==> config.mk <==
export PLATFORM = sky130hd
export DESIGN_NAME = frame_rx
export DESIGN_NICKNAME = d
export VERILOG_FILES = /design/src/rtl/frx_pkg.sv /design/src/rtl/frx_unstuff.sv /design/src/rtl/frx_parser.sv /design/src/rtl/frame_rx.sv
export SDC_FILE = /design/constraint.sdc
export NUM_CORES = 1
export LEC_CHECK = 0
export BUFFER_PORTS_ARGS = -buffer_cell sky130_fd_sc_hd__buf_4
export CAP_MARGIN = 20
export CORE_UTILIZATION = 50
export CTS_BUF_LIST = sky130_fd_sc_hd__clkbuf_16
export DETAILED_ROUTE_END_ITERATION = 16
export PLACE_DENSITY = 0.79
export SYNTH_ARGS = -nofsm -noshare
export SYNTH_HDL_FRONTEND = slang
export SYNTH_SLANG_ARGS = --single-unit
==> constraint.sdc <==
create_clock -name clk -period 3.17 [get_ports clk]
set_input_delay 0 -clock clk [delete_from_list [all_inputs] [get_ports clk]]
set_output_delay 0 -clock clk [all_outputs]
set_load 0.01 [all_outputs]
==> src/rtl/frx_pkg.sv <==
package frx_pkg;

    localparam logic [7:0] SYM_START = 8'h02;
    localparam logic [7:0] SYM_STOP  = 8'h03;
    localparam logic [7:0] SYM_ESC   = 8'h04;

    typedef enum logic [3:0] {
        ST_HUNT     = 4'd0,
        ST_OPEN     = 4'd1,
        ST_LEN      = 4'd2,
        ST_CMD      = 4'd3,
        ST_DATA     = 4'd4,
        ST_SUM      = 4'd5,
        ST_TAIL_ESC = 4'd6,
        ST_TAIL_END = 4'd7,
        ST_HOLD     = 4'd8
    } rx_state_e;

endpackage

==> src/rtl/frx_unstuff.sv <==
module frx_unstuff
    import frx_pkg::*;
(
    input  logic       clk,
    input  logic       rst_n,
    input  logic       in_valid,
    input  logic [7:0] in_byte,
    input  logic       unstuff_en,
    output logic       tok_valid,
    output logic [7:0] tok_byte,
    output logic       tok_escaped
);

    logic esc_d, esc_q;

    always_comb begin
        esc_d       = esc_q;
        tok_valid   = 1'b0;
        tok_byte    = in_byte;
        tok_escaped = 1'b0;
        if (!unstuff_en) begin
            esc_d     = 1'b0;
            tok_valid = in_valid;
        end else if (in_valid) begin
            if (esc_q) begin
                esc_d       = 1'b0;
                tok_valid   = 1'b1;
                tok_escaped = 1'b1;
            end else if (in_byte == SYM_ESC) begin
                esc_d = 1'b1;
            end else begin
                tok_valid = 1'b1;
            end
        end
    end

    always_ff @(posedge clk or negedge rst_n) begin
        if (!rst_n) esc_q <= 1'b0;
        else        esc_q <= esc_d;
    end

    AST_TOKEN_NEEDS_BYTE: assert property (@(posedge clk) disable iff (!rst_n)
        tok_valid |-> in_valid);

    AST_ESC_SWALLOWED: assert property (@(posedge clk) disable iff (!rst_n)
        (unstuff_en && in_valid && !esc_q && in_byte == SYM_ESC) |-> !tok_valid);

endmodule

==> src/rtl/frx_parser.sv <==
module frx_parser
    import frx_pkg::*;
#(
    parameter  int MAX_LEN = 32,
    localparam int LW      = $clog2(MAX_LEN + 1),
    localparam int DW      = MAX_LEN * 8
) (
    input  logic          clk,
    input  logic          rst_n,
    input  logic          tok_valid,
    input  logic [7:0]    tok_byte,
    input  logic          tok_escaped,
    input  logic          consume,
    output logic          unstuff_en,
    output logic          pkt_valid,
    output logic          pkt_drop,
    output logic [7:0]    pkt_cmd,
    output logic [LW-1:0] pkt_len,
    output logic [DW-1:0] pkt_data
);

    typedef struct packed {
        rx_state_e     state;
        logic [LW-1:0] len;
        logic [LW-1:0] cnt;
        logic [7:0]    cmd;
        logic [7:0]    sum;
        logic [DW-1:0] data;
        logic          valid;
        logic          drop;
    } regs_t;

    regs_t r_d, r_q;

    always_comb begin
        logic [7:0] sum_next;
        int unsigned idx;
        r_d       = r_q;
        r_d.valid = 1'b0;
        r_d.drop  = 1'b0;
        sum_next  = r_q.sum + tok_byte;
        idx       = 32'(r_q.cnt) * 8;
        case (r_q.state)
            ST_HUNT: begin
                if (tok_valid && tok_byte == SYM_START) r_d.state = ST_OPEN;
            end
            ST_OPEN: begin
                if (tok_valid) begin
                    if (tok_byte == SYM_ESC) begin
                        r_d.state = ST_LEN;
                        r_d.cnt   = '0;
                        r_d.sum   = '0;
                    end else if (tok_byte != SYM_START) begin
                        r_d.state = ST_HUNT;
                    end
                end
            end
            ST_HOLD: begin
                if (consume) r_d.state = ST_HUNT;
            end
            default: begin
                if (tok_valid) begin
                    if (!tok_escaped && tok_byte == SYM_START) begin
                        r_d.drop  = 1'b1;
                        r_d.state = ST_OPEN;
                    end else if (tok_escaped && tok_byte != SYM_ESC) begin
                        r_d.drop  = 1'b1;
                        r_d.state = ST_HUNT;
                    end else begin
                        case (r_q.state)
                            ST_LEN: begin
                                if (tok_byte > 8'(MAX_LEN)) begin
                                    r_d.drop  = 1'b1;
                                    r_d.state = ST_HUNT;
                                end else begin
                                    r_d.len   = LW'(tok_byte);
                                    r_d.sum   = tok_byte;
                                    r_d.state = ST_CMD;
                                end
                            end
                            ST_CMD: begin
                                r_d.cmd   = tok_byte;
                                r_d.sum   = sum_next;
                                r_d.state = (r_q.len == '0) ? ST_SUM : ST_DATA;
                            end
                            ST_DATA: begin
                                r_d.data[idx +: 8] = tok_byte;
                                r_d.sum = sum_next;
                                r_d.cnt = r_q.cnt + LW'(1);
                                if (r_q.cnt + LW'(1) == r_q.len) r_d.state = ST_SUM;
                            end
                            ST_SUM: begin
                                if (sum_next == 8'h00) begin
                                    r_d.state = ST_TAIL_ESC;
                                end else begin
                                    r_d.drop  = 1'b1;
                                    r_d.state = ST_HUNT;
                                end
                            end
                            ST_TAIL_ESC: begin
                                if (tok_byte == SYM_ESC) begin
                                    r_d.state = ST_TAIL_END;
                                end else begin
                                    r_d.drop  = 1'b1;
                                    r_d.state = ST_HUNT;
                                end
                            end
                            ST_TAIL_END: begin
                                if (tok_byte == SYM_STOP) begin
                                    r_d.valid = 1'b1;
                                    r_d.state = ST_HOLD;
                                end else begin
                                    r_d.drop  = 1'b1;
                                    r_d.state = ST_HUNT;
                                end
                            end
                            default: r_d.state = ST_HUNT;
                        endcase
                    end
                end
            end
        endcase
    end

    always_ff @(posedge clk or negedge rst_n) begin
        if (!rst_n) r_q <= '0;
        else        r_q <= r_d;
    end

    assign unstuff_en = (r_q.state == ST_LEN) || (r_q.state == ST_CMD) ||
                        (r_q.state == ST_DATA) || (r_q.state == ST_SUM);
    assign pkt_valid  = r_q.valid;
    assign pkt_drop   = r_q.drop;
    assign pkt_cmd    = r_q.cmd;
    assign pkt_len    = r_q.len;
    assign pkt_data   = r_q.data;

    AST_PULSES_EXCLUSIVE: assert property (@(posedge clk) disable iff (!rst_n)
        !(pkt_valid && pkt_drop));

    AST_VALID_SINGLE: assert property (@(posedge clk) disable iff (!rst_n)
        pkt_valid |=> !pkt_valid);

    AST_LEN_BOUND: assert property (@(posedge clk) disable iff (!rst_n)
        (r_q.state == ST_CMD || r_q.state == ST_DATA) |-> (r_q.len <= LW'(MAX_LEN)));

    AST_CNT_BOUND: assert property (@(posedge clk) disable iff (!rst_n)
        (r_q.state == ST_DATA) |-> (r_q.cnt < r_q.len));

    AST_HOLD_STABLE: assert property (@(posedge clk) disable iff (!rst_n)
        (r_q.state == ST_HOLD && $past(r_q.state) == ST_HOLD) |->
        ($stable(r_q.cmd) && $stable(r_q.len) && $stable(r_q.data)));

    AST_HOLD_NO_PULSE: assert property (@(posedge clk) disable iff (!rst_n)
        (r_q.state == ST_HOLD && !consume) |=> (!pkt_valid && !pkt_drop));

endmodule

==> src/rtl/frame_rx.sv <==
module frame_rx #(
    parameter int MAX_LEN = 32
) (
    input  logic                 clk,
    input  logic                 rst_n,
    input  logic                 rx_valid,
    input  logic [7:0]           rx_byte,
    input  logic                 consume,
    output logic                 pkt_valid,
    output logic                 pkt_drop,
    output logic [7:0]           pkt_cmd,
    output logic [7:0]           pkt_len,
    output logic [MAX_LEN*8-1:0] pkt_data
);

    localparam int LW = $clog2(MAX_LEN + 1);

    logic          unstuff_en;
    logic          tok_valid;
    logic [7:0]    tok_byte;
    logic          tok_escaped;
    logic [LW-1:0] len_w;

    frx_unstuff u_unstuff (
        .clk         (clk),
        .rst_n       (rst_n),
        .in_valid    (rx_valid),
        .in_byte     (rx_byte),
        .unstuff_en  (unstuff_en),
        .tok_valid   (tok_valid),
        .tok_byte    (tok_byte),
        .tok_escaped (tok_escaped)
    );

    frx_parser #(.MAX_LEN(MAX_LEN)) u_parser (
        .clk         (clk),
        .rst_n       (rst_n),
        .tok_valid   (tok_valid),
        .tok_byte    (tok_byte),
        .tok_escaped (tok_escaped),
        .consume     (consume),
        .unstuff_en  (unstuff_en),
        .pkt_valid   (pkt_valid),
        .pkt_drop    (pkt_drop),
        .pkt_cmd     (pkt_cmd),
        .pkt_len     (len_w),
        .pkt_data    (pkt_data)
    );

    assign pkt_len = 8'(len_w);

endmodule

Yosys cells after proc, flatten, opt, wreduce, memory -nomap -nowiden
Index checks and enable logic that the tools add are counted.
Cells by class
  add/subtract/negate cells: 3
  $mul: 0
  div/mod/pow operators: 0
  magnitude comparators: 1
  eq/ne operators: 24
  shift-type cells: 2
  multiplexer cells: 52
  bitwise gates (word level): 5
  reduce and logical (&&, ||, !) cells: 22
Operators by type and width (number)
  2-to-1 mux 285 bit: 2
  2-to-1 mux 290 bit: 1
  bitwise mux 256 bit: 1
  2-to-1 mux 256 bit: 1
  variable shift 8 x 34 -> 256 bit (first input constant): 1
  indexed part select 8 x 34 -> 256 bit: 1
  2-to-1 mux 4 bit: 9
  negation 9 -> 34 bit: 1
  2-to-1 mux 8 bit: 4
  case mux 8 bit (2 select lines): 2
  2-to-1 mux 6 bit: 5
  case mux 4 bit (6 select lines): 1
  2-to-1 mux 1 bit: 19
  AND reduction 6 bit: 3
  == test 4 x 3 -> 1 bit (second input constant): 4
  == test 8 x 2 -> 1 bit (second input constant): 2
  case mux 4 bit (3 select lines): 1
  case mux 6 bit (2 select lines): 1
  AND reduction 5 bit: 2
  adder 8 bit: 1
  == test 4 x 2 -> 1 bit (second input constant): 2
  == test 8 x 3 -> 1 bit (second input constant): 1
  greater-than comparator 8 x 6 -> 1 bit (second input constant): 1
  zero test 8 bit: 1
  other kinds (25): 42
Storage, ports and cells
  flip-flop bits (word level): 291
  bits in latches: 0
  memory bits (writable): 0
  memory bits (read-only): 0
  input bits: 12
  memories kept: 0

Longest topological paths before layout
  depth in word-level cells: 10
  gate-level depth with buffers: 11

Modules after synthesis
From an unflattened synthesis, not the netlist that was laid out.
Second synthesis, totals
  cells, all modules: 1318
  area total of the unflattened synthesis: 15020.7 um2
By module, submodules not included
  frx_parser: times used 1, cells an instance 1296, area an instance 14829.2 um2
  frx_unstuff: times used 1, cells an instance 19, area an instance 172.7 um2
  frame_rx: times used 1, cells an instance 3, area an instance 18.8 um2

Least setup slack after synthesis
Ideal clock, no wire load.
  path type: register to register
  from: register u_parser.r_q[274] in the netlist's numbering
  to: register with a tool-made name
  setup time: 128 ps
  arrival time: 3139 ps
  slack: -96 ps
  stages on the path, launching flop included: 12
  path buffers: 3
  cell sequence: dfrtp_1 -> clkbuf_1 -> clkbuf_1 -> inv_1 -> ha_1 -> nor3b_1 -> xnor2_1 -> nand2_1 -> nor4_1 -> buf_6 -> nand2_4 -> mux2_1
RTL lines
  from (decl): RTL line frx_parser.sv:33  | regs_t r_d, r_q;
  from (signal assigned): RTL line frx_parser.sv:127  | else r_q <= r_d;

==> tab_implementation.tex <==
\begin{tabular}{lr}
\hline
Metric & Value \\
\hline
\multicolumn{2}{l}{\textbf{Status}} \\
Outcome & finished with violations \\
Violated checks & negative hold slack \\
\multicolumn{2}{l}{\textbf{Clock network}} \\
Clock tree sinks & 291 \\
Maximum buffer depth of the clock tree & 3 \\
Clock buffers created by TritonCTS & 30 \\
CTS tree & built \\
Insertion delay to the later sink of the worst-skew pair & 0.56 ns \\
Root Driver & clkbuf\_16 \\
H-tree levels & 1 \\
Clock slew at reported path FFs & 0.07 ns \\
\multicolumn{2}{l}{\textbf{Synth}} \\
Cell accounting for the most synthesized area & dfrtp\_1 \\
Ys async rst share & 100\% \\
Area share of the largest cell type after synthesis & 49.3\% \\
Top FF cell, synth & dfrtp\_1 \\
Leading cell types by count after synthesis & 291 x dfrtp\_1, 273 x buf\_4, 250 x mux2\_2 \\
Register area share after synthesis & roughly 49\% \\
Count of flip-flops with a built-in enable after synthesis & 0 \\
Mapped cell area & 14800 µm² \\
Cell types occupying the most area after synthesis & dfrtp\_1 49\%, mux2\_2 19\%, buf\_4 14\%, nor2\_1 1.4\%, nor3\_1 1.2\% \\
Count of cell types in the netlist & 61 \\
Synth Warn \# & 0 \\
Number of cells produced by synthesis & between 1000 and 1500 \\
Synthesized area divided by synthesized cell count & 11.9 µm² \\
Most common cell in the netlist & dfrtp\_1 \\
Synthesized flop and latch total & about 290 \\
\multicolumn{2}{l}{\textbf{Power and ir drop}} \\
Total power after layout & 8060 µW \\
Leak Pwr & 0.00873 µW \\
Sequential power share & approximately 48\% \\
Power share of the combinational group & roughly 11\% \\
Clk pwr share & 41.1\% \\
Worst vdd ir & just under 0.4 mV \\
Internal power contribution & 6020 µW \\
PD cells & 486 nW/µm² \\
Sw power & 2030 µW \\
Switching Share & 25.2\% \\
\multicolumn{2}{l}{\textbf{Worst setup path}} \\
Worst r2r src & u\_parser.r\_q[275]\$\_DFFE\_PN0P\_ \\
Cell repeated most along the worst path & nand2\_1 \\
Ordered cell list for the critical path & inv\_1 -> ha\_1 -> buf\_4 -> xor2\_2 -> nand2\_1 -> nor2\_1 -> nand2\_1 -> mux2\_1 \\
Highest fanout seen on the critical path & 12 \\
Worst path slowest cell & dfrtp\_1 \\
Startpoint-to-endpoint class of the critical path & flip-flop to flip-flop \\
Critical Path End Type & flip-flop \\
Signal arrival time at the worst endpoint & 3.37 ns \\
Startpoint of the most critical setup path & u\_parser.r\_q[275]\$\_DFFE\_PN0P\_ \\
Critical path startpoint category & flip-flop \\
Max stage delay on crit path & 0.48 ns \\
CP Data Required Time & between 3 and 4 ns \\
\multicolumn{2}{l}{\textbf{Timing}} \\
Unrepaired setup endpoints after global routing & no \\
Max Clock Skew & 0.0135 ns \\
Final setup viols & 0 \\
Slew of the pin with the lowest slew margin & 0.855 ns \\
Minimum period implied by the final worst setup slack & about 2.9 ns \\
Headroom to the max-slew limit & 42.5\% \\
Max Slew Vio Count & 0 \\
Final hold slack & -0.0111 ns \\
Final worst-path cycle share & between 90\% and 100\% \\
Achievable frequency & $\sim$340 MHz \\
Number of hold violations in the final report & 12 \\
\multicolumn{2}{l}{\textbf{Floorplan}} \\
Io pins & 286 \\
Num rows & 62 \\
Starting Density & 51.1\% \\
Total Die Area & 30300 µm² \\
Area of the core & approximately 29000 µm² \\
X dimension of the die & 174 µm \\
Vert. Die Dim & 174 µm \\
\multicolumn{2}{l}{\textbf{Placement}} \\
Total of buffers placed on input and output ports & about 280 \\
Cell total after placement & 1640 \\
Total half-perimeter wirelength after legalization and detailed placement & 25.4 mm \\
Final RePlAce weighted congestion & 0.943 \\
\multicolumn{2}{l}{\textbf{Global routing}} \\
Remaining Overflow, GRT & 0 \\
Pin count of the biggest net entering global routing & 99 \\
Wire length of the first global-routing pass & 55.8 mm \\
Number of global-route vias before repair & 9481 \\
Overall global routing resource usage & 23.6\% \\
Antenna violations before repair & 0 \\
\multicolumn{2}{l}{\textbf{Finish}} \\
Fraction of layout instances using a drive strength above 1 & between 40\% and 50\% \\
Post-route non-filler standard cell count & 1708 \\
Layout net count & 1323 \\
Count of inserted antenna diode cells & 0 \\
Syn-to-layout area delta & 12.2\% \\
\multicolumn{2}{l}{\textbf{Detailed routing}} \\
DRC violation total after the first TritonRoute iteration & 527 \\
TritonRoute pass-1 iters & 4 \\
Final routed wirelength across all metal layers & 35.9 mm \\
Average wire per cell in the routed design & 21.0 µm \\
DRC violation count after routing & 0 \\
Vias per inst & between 5 and 6 \\
Via count & 9283 \\
Number of routed nets with antenna violations & 0 \\
\multicolumn{2}{l}{\textbf{Run}} \\
Number of maximum-capacitance violations & 0 \\
\multicolumn{2}{l}{\textbf{Min path}} \\
Path class of the lowest-slack min-delay path & primary input to asynchronous set/reset pin \\
\hline
\end{tabular}
==> timing repair <==
item / 4_1_cts / 5_1_grt
resized for setup: 0 / 1
setup buffers: 0 / 1
hold endpoints to repair: 126 / 0
endpoints found under the setup margin: 0 / 15
hold buffers: 11 / 0
==> metal layers <==
layer | part of all wire [%] | global-route usage [%] | routed length (µm)
met1 | 42 | 30.5 | 15000
met2 | 49 | 39.2 | 17400
met3 | 6.6 | 5.25 | 2380
met4 | 3.2 | 7.82 | 1150
met5 | 0 | 0 | 0
==> area by class of cell <==
cell class / count / area (µm²)
inverter: 19 / 71.3
tap: 384 / 480
sequential: 291 / 7280
clock buffer: 30 / 751
multi-input combinational: 628 / 5290
fill: 2330 / 12300
clock inverter: 26 / 169
timing repair buffer: 330 / 2550
==> kinds of logic (layout without fill, tap and decap cells) <==
group                      count (synthesis)  count (layout)  synth area share [%]
xor gates and xnor gates                  21              21                  1.24
AOI/OAI and AO/OA                         80              80                  3.88
adders and majority gates                 11              11                 0.982
and+or+nand+nor                          244             244                  8.93
buffers and inverters                    322             405                  15.2
DFF                                      291             291                  49.3
other                                      1               2                0.0254
muxes                                    270             270                  20.5
==> worst max-delay path, delay by kind of cell, from the launching register on <==
| kind | cells | cell delay (ns) |
|---|---|---|
| muxes | 1 | 0.42 |
| DFF | 1 | 0.48 |
| buffers and inverters | 2 | 0.23 |
| xor gates and xnor gates | 1 | 0.42 |
| adders and majority gates | 1 | 0.19 |
| and+or+nand+nor | 3 | 1.07 |
==> final timing paths <==
kind	endpoint	slack, ns	cells after the start
setup / recovery	flip-flop	0.24	8
hold reg to reg	u_parser.r_q[261]$_DFFE_PN0P_	0.50	1
max in group asynchronous	asynchronous set/reset pin	2.16	3
setup reg to reg	flip-flop	0.24	8
min in group clk	flip-flop	0.33	4
hold / removal	asynchronous set/reset pin	-0.01	2
==> power by group through the flow <==
stage / clock network (µW) / logic (µW) / registers [µW]
finish: 3310 / 870 / 3880
global route: 3530 / 962 / 3880
CTS: 3400 / 868 / 3870
detailed placement: 0 / 856 / 3940
global placement: 0 / 838 / 3940
floorplan: 0 / 593 / 3920
==> per-stage QoR <==
step	setup WS (ns)	util, %	setup TNS [ns]	cell area, µm²
2_1_floorplan	0.143	-	0	14800
3_3_place_gp	-0.247	53.7	-11.07	15500
3_5_place_dp	0.178	53.7	0	15500
4_1_cts	0.152	57.3	0	16600
5_1_grt	0.0278	57.3	0	16600
6_report	0.238	57.3	0	16600
==> layout by cell type (no fill, tap or decap), drive strengths merged, types with 15 or more instances in the layout <==
master  count
and2       15
buf       319
clkbuf     30
dfrtp     291
inv        33
mux2      262
nand2      63
nand3      20
nor2       54
nor3       37
nor4       16
o21ai      17
Power figures use the tool's default switching activity.
